[src/rtl/bsu_pkg.sv]
package bsu_pkg;
  // Scan direction as carried on in_rev
  typedef enum logic {
    SCAN_FWD = 1'b0,
    SCAN_REV = 1'b1
  } scan_dir_e;

  // Operand size as carried on in_wide
  typedef enum logic {
    SIZE_HALF = 1'b0,
    SIZE_FULL = 1'b1
  } scan_size_e;
endpackage

[src/rtl/bsu_condition.sv]
// Masks the operand to the selected size and, for a reverse scan, mirrors it
// so that a single lowest-bit finder serves both directions.
module bsu_condition #(
  parameter int W  = 32,
  parameter int HW = 16
) (
  input  logic [W-1:0] src,
  input  logic         wide,
  input  logic         rev,
  output logic [W-1:0] cond
);
  import bsu_pkg::*;

  scan_dir_e  dir;
  scan_size_e size;
  assign dir  = scan_dir_e'(rev);
  assign size = scan_size_e'(wide);

  for (genvar i = 0; i < W; i++) begin : g_bit
    logic fwd_bit;
    logic rev_bit;
    if (i < HW) begin : g_low
      assign fwd_bit = src[i];
      assign rev_bit = (size == SIZE_FULL) ? src[W-1-i] : src[HW-1-i];
    end else begin : g_high
      assign fwd_bit = (size == SIZE_FULL) ? src[i] : 1'b0;
      assign rev_bit = (size == SIZE_FULL) ? src[W-1-i] : 1'b0;
    end
    assign cond[i] = (dir == SCAN_REV) ? rev_bit : fwd_bit;
  end
endmodule

[src/rtl/bsu_find_low.sv]
// Reports the position of the lowest set bit and whether any bit is set.
module bsu_find_low #(
  parameter int W  = 32,
  parameter int IW = $clog2(W)
) (
  input  logic [W-1:0]  vec,
  output logic [IW-1:0] pos,
  output logic          any
);
  always_comb begin
    pos = '0;
    for (int i = W - 1; i >= 0; i--) begin
      if (vec[i]) pos = IW'(i);
    end
  end

  assign any = |vec;
endmodule

[src/rtl/bsu_top.sv]
module bsu_top #(
  parameter int W  = 32,
  parameter int HW = 16
) (
  input  logic         clk,
  input  logic         rst,
  input  logic         in_valid,
  input  logic [W-1:0] in_src,
  input  logic         in_wide,
  input  logic         in_rev,
  input  logic [W-1:0] in_dst,
  output logic [W-1:0] out_dst,
  output logic         out_zero,
  output logic         out_done
);
  import bsu_pkg::*;

  localparam int IW = $clog2(W);

  logic [W-1:0]  cond;
  logic [IW-1:0] low_pos;
  logic          found;
  logic [IW-1:0] index;
  logic [W-1:0]  next_dst;

  bsu_condition #(.W(W), .HW(HW)) u_cond (
    .src  (in_src),
    .wide (in_wide),
    .rev  (in_rev),
    .cond (cond)
  );

  bsu_find_low #(.W(W), .IW(IW)) u_find (
    .vec (cond),
    .pos (low_pos),
    .any (found)
  );

  // Map the mirrored position back to a bit number of the original operand
  always_comb begin
    if (scan_dir_e'(in_rev) == SCAN_FWD) begin
      index = low_pos;
    end else if (scan_size_e'(in_wide) == SIZE_FULL) begin
      index = IW'(W - 1) - low_pos;
    end else begin
      index = IW'(HW - 1) - low_pos;
    end
  end

  always_comb begin
    if (!found) begin
      next_dst = in_dst;
    end else if (scan_size_e'(in_wide) == SIZE_FULL) begin
      next_dst = {{(W-IW){1'b0}}, index};
    end else begin
      next_dst = {in_dst[W-1:HW], {(HW-IW){1'b0}}, index};
    end
  end

  always_ff @(posedge clk) begin
    if (rst) begin
      out_dst  <= '0;
      out_zero <= 1'b0;
      out_done <= 1'b0;
    end else begin
      out_done <= in_valid;
      if (in_valid) begin
        out_dst  <= next_dst;
        out_zero <= ~found;
      end
    end
  end
endmodule

[config.mk]
export PLATFORM = sky130hd
export DESIGN_NAME = bsu_top
export DESIGN_NICKNAME = d
export VERILOG_FILES = /design/src/rtl/bsu_pkg.sv /design/src/rtl/bsu_condition.sv /design/src/rtl/bsu_find_low.sv /design/src/rtl/bsu_top.sv
export SDC_FILE = /design/constraint.sdc
export NUM_CORES = 1
export LEC_CHECK = 0
export BUFFER_PORTS_ARGS = -buffer_cell sky130_fd_sc_hd__buf_2
export CAP_MARGIN = 30
export CORE_UTILIZATION = 40
export DETAILED_ROUTE_END_ITERATION = 10
export PLACE_DENSITY = 0.8
export SETUP_SLACK_MARGIN = 0.2
export SYNTH_ARGS = -nofsm -noshare
export SYNTH_HDL_FRONTEND = slang
export SYNTH_HIERARCHICAL = 1
export SYNTH_SLANG_ARGS = --single-unit
[constraint.sdc]
create_clock -name clk -period 3.35 [get_ports clk]
set_input_delay 0.67 -clock clk [delete_from_list [all_inputs] [get_ports clk]]
set_output_delay 0.67 -clock clk [all_outputs]
set_load 0.02 [all_outputs]
==> impl_results.md <==
* Status: complete, no violations
* Cells after Synth at between 300 and 400
* GPL Wtd Cong at between 0.9 and 1
* Final Skew at 0 ns
* Final WL at 6311 µm
* Drt drc at 0
* CTS clk-pin slew, worst paths at 0.07 ns
* Synth Area in Compound Gates at 0.2079
* Layout cell share with drive strength beyond 1 at 0.3445
* Initial Util at 0.4157
* Clk root buf: clkbuf_8
* EDFF count, synth at 0
* Worst EP required at ~3.5 ns
* DP HPWL at 4786 µm
* Synth Area in XOR/XNOR at 0.01423
* Unique masters post-synth at 38
* Gr usage total at 0.1916
* CP Class: in2reg
* Net Sw Frac at 0.2948
* Vias at about 2,600
* Crit share post-route at 0.8783
* Die height at 80.44 µm
* Setup TNS at 0 ns
* Crit path max-delay family: simple AND/OR/NAND/NOR gates
* Area leader, netlist: dfxtp_1
* Drt via density at about 5.2
* Gate power share at 0.257
* Initial antenna violation count at 0
* Site Rows at 28
* Drt wl/cell at 12.80 µm
* Ys async rst share at 0
* Max Slew Vio Count at 0
* Die X at 80.44 µm
* Clk buf depth at 2
* Synth Area in Adders at 0
* Fmax at approximately 340 MHz
* CTS tree: done
* Mapped Avg Cell Area at between 7 and 8 µm²
* Startpoint Class: input pin
* Yosys warning count at 6
* Internal power at 0.7588 mW
* RSZ-0062 raised after global routing: no
* Syn Std Cell Area at 2461 µm²
* Post-synthesis mux area share at 0.1301
* Static Leakage at 1.472 nW
* Crit-path cells: clkbuf_4 > mux2i_1 > nor2b_1 > nor4_1 > nand3_1 > nor3_2 > nand4_1 > buf_4 > nor2_1 > a211o_1 > o21ai_1
* Ant diodes at 0
* Area share of and/or/nand/nor cells after synthesis at 0.2933
* Setup WS pre-CTS at -0.05758 ns
* Placed cells at between 400 and 500
* Top_reg_cell synth: dfxtp_1
* First-pass GRT wire length at 9729 µm
* Setup crit end kind: register
* Hold WC Path Type: reg2reg
* Vias in the first global route at about 2,300
* Final ANT Viol Nets at 0
* Critical Path AT at 3.12 ns
* Total gr overflow at 0
* Setup ws final at 0.4075 ns
* Worst-skew pair later-pin latency at roughly 0.29 ns
* Clk sinks at 34
* Synth cell count leaders: nor2_1 (59), nor2b_1 (45), a21oi_1 (41)
* Most frequent cell after synthesis: nor2_1
* IO buf count at 102
* Fillers at 552
* Max_cap viols at 0
* Area grow syn2layout at 28.06%
* 1st-iter DRT viols at ~120
* P per Cell Area at 341.4 nW/µm²
* CP max stage cell: nor4_1
* Die footprint at around 6500 µm²
* CP Max Fanout at 22
* Area contributors post-synth: dfxtp_1 (28%), mux2i_1 (13%), nor2b_1 (11%), nor2_1 (9.0%), a21oi_1 (8.3%)
* H-tree Lvls at 2
* Post-synth top area share at 0.2766
* Clk network pwr share at 0.351
* Pre-Repair DR Iteration Count at 4
* Net Switching at 0.3172 mW
* Non-Filler Instances at between 400 and 500
* Slew @ Worst Pin at around 0.63 ns
* Crit-path max cell delay at between 0.4 and 0.5 ns
* Seq/Total Area, Yosys at 0.2766
* Main combinational cell family by area after synthesis: simple AND/OR/NAND/NOR gates
* Post-Syn Nets at 382
* Largest net degree at the start of global routing at 38
* Post-cts hold buffer count at 0
* Final design utilization at 0.5323
* Final #Nets at 486
* Slew HR at 0.5791
* Setup Viol. Count Final at 0
* Ports at 103
* Final Hold Fails at 0
* Tmin final at 2.942 ns
* Buf+Inv Stages, Crit Path at 2
* Flop pwr share at 0.392
* Core area at 5921 µm²
* Num CTS Buffers at 5
* Synth Register Bits at 34
* Worst vdd ir at between 0.2 and 0.3 mV
==> stage by stage <==
step           power, mW  instance area, µm²  hold WS [ns]
5_1_grt            1.129                3152        0.4881
2_1_floorplan     0.6119                2461        0.5394
4_1_cts            1.080                3127        0.4709
3_5_place_dp      0.7013                3013        0.4584
6_report           1.076                3152        0.4625
3_3_place_gp      0.6956                3013        0.4498
==> power by group through the flow <==
stage | Sequential, mW | Combinational, mW | Clock [mW]
floorplan | 0.447 | 0.165 | 0
global placement | 0.431 | 0.264 | 0
detailed placement | 0.431 | 0.270 | 0
CTS | 0.422 | 0.271 | 0.387
global route | 0.423 | 0.300 | 0.405
finish | 0.422 | 0.276 | 0.378
==> layer usage <==
layer	routed length, µm	global-route usage
met2	2971	0.3280
met1	2724	0.2266
met4	114	0.07321
met5	0	0
met3	501	0.05000
==> worst min-delay path, cell delays in order (launching register included) <==
cell and delay, ns:
dfxtp_1 0.31, nand2b_1 0.06, o21ai_1 0.05
==> registers in the layout, indices dropped and copies added (netlist names) <==
name / flops
out_done: 1
out_zero: 1
out_dst: 32
==> logic make-up (layout without fill, tap and decap cells) <==
family,after synthesis,after routing
simple gates,137,137
flops,34,34
compound gates,78,78
buf+inv,28,133
mux,32,32
xor+xnor,4,4
==> repair_timing <==
action,4_1_cts,5_1_grt
resized for setup,0,2
endpoints found under the setup margin,0,32
endpoints found under the hold margin,0,0
buffers inserted,0,1
==> cells in the final DEF (no fill, tap or decap), drive strengths merged, types with 2 or more instances in the layout <==
cell      Yosys  routed
a2111oi       2       2
xnor2         4       4
buf          15     116
o21a          2       2
clkinvlp      0       2
a211oi        2       2
mux2i        32      32
nor4          7       7
o31ai         4       4
nor2b        45      45
nor3b         2       2
nor2         59      59
a21oi        51      51
dfxtp        34      34
clkbuf        6       7
inv           7       7
nor3          7       7
o21ai         7       7
or4           4       4
a21boi        2       2
nand2b        6       6
nand2         3       3
a211o         4       4
==> final cells by class <==
type                            instances  area, µm²  share of cell area
Multi-Input combinational cell        251       1589              0.5042
Sequential cell                        34      680.7              0.2160
Timing Repair Buffer                  118      648.1              0.2056
Tap cell                               75      93.84             0.02977
Clock buffer                            5      68.82             0.02183
Clock inverter                          3      45.04             0.01429
Inverter                                7      26.28            0.008337
==> path summary, 6_finish.rpt <==
| check | cells after the start | to | slack [ns] | start |
|---|---|---|---|---|
| worst max-delay path | 11 | out_dst[2] | 0.41 | in_rev |
| worst max register to register | 3 | out_dst[16] | 2.60 | out_dst[16] |
| worst min-delay path | 2 | out_dst[0] | 0.46 | out_dst[0] |
| worst min register to register | 2 | out_dst[0] | 0.46 | out_dst[0] |
Power figures use the tool's default switching activity.
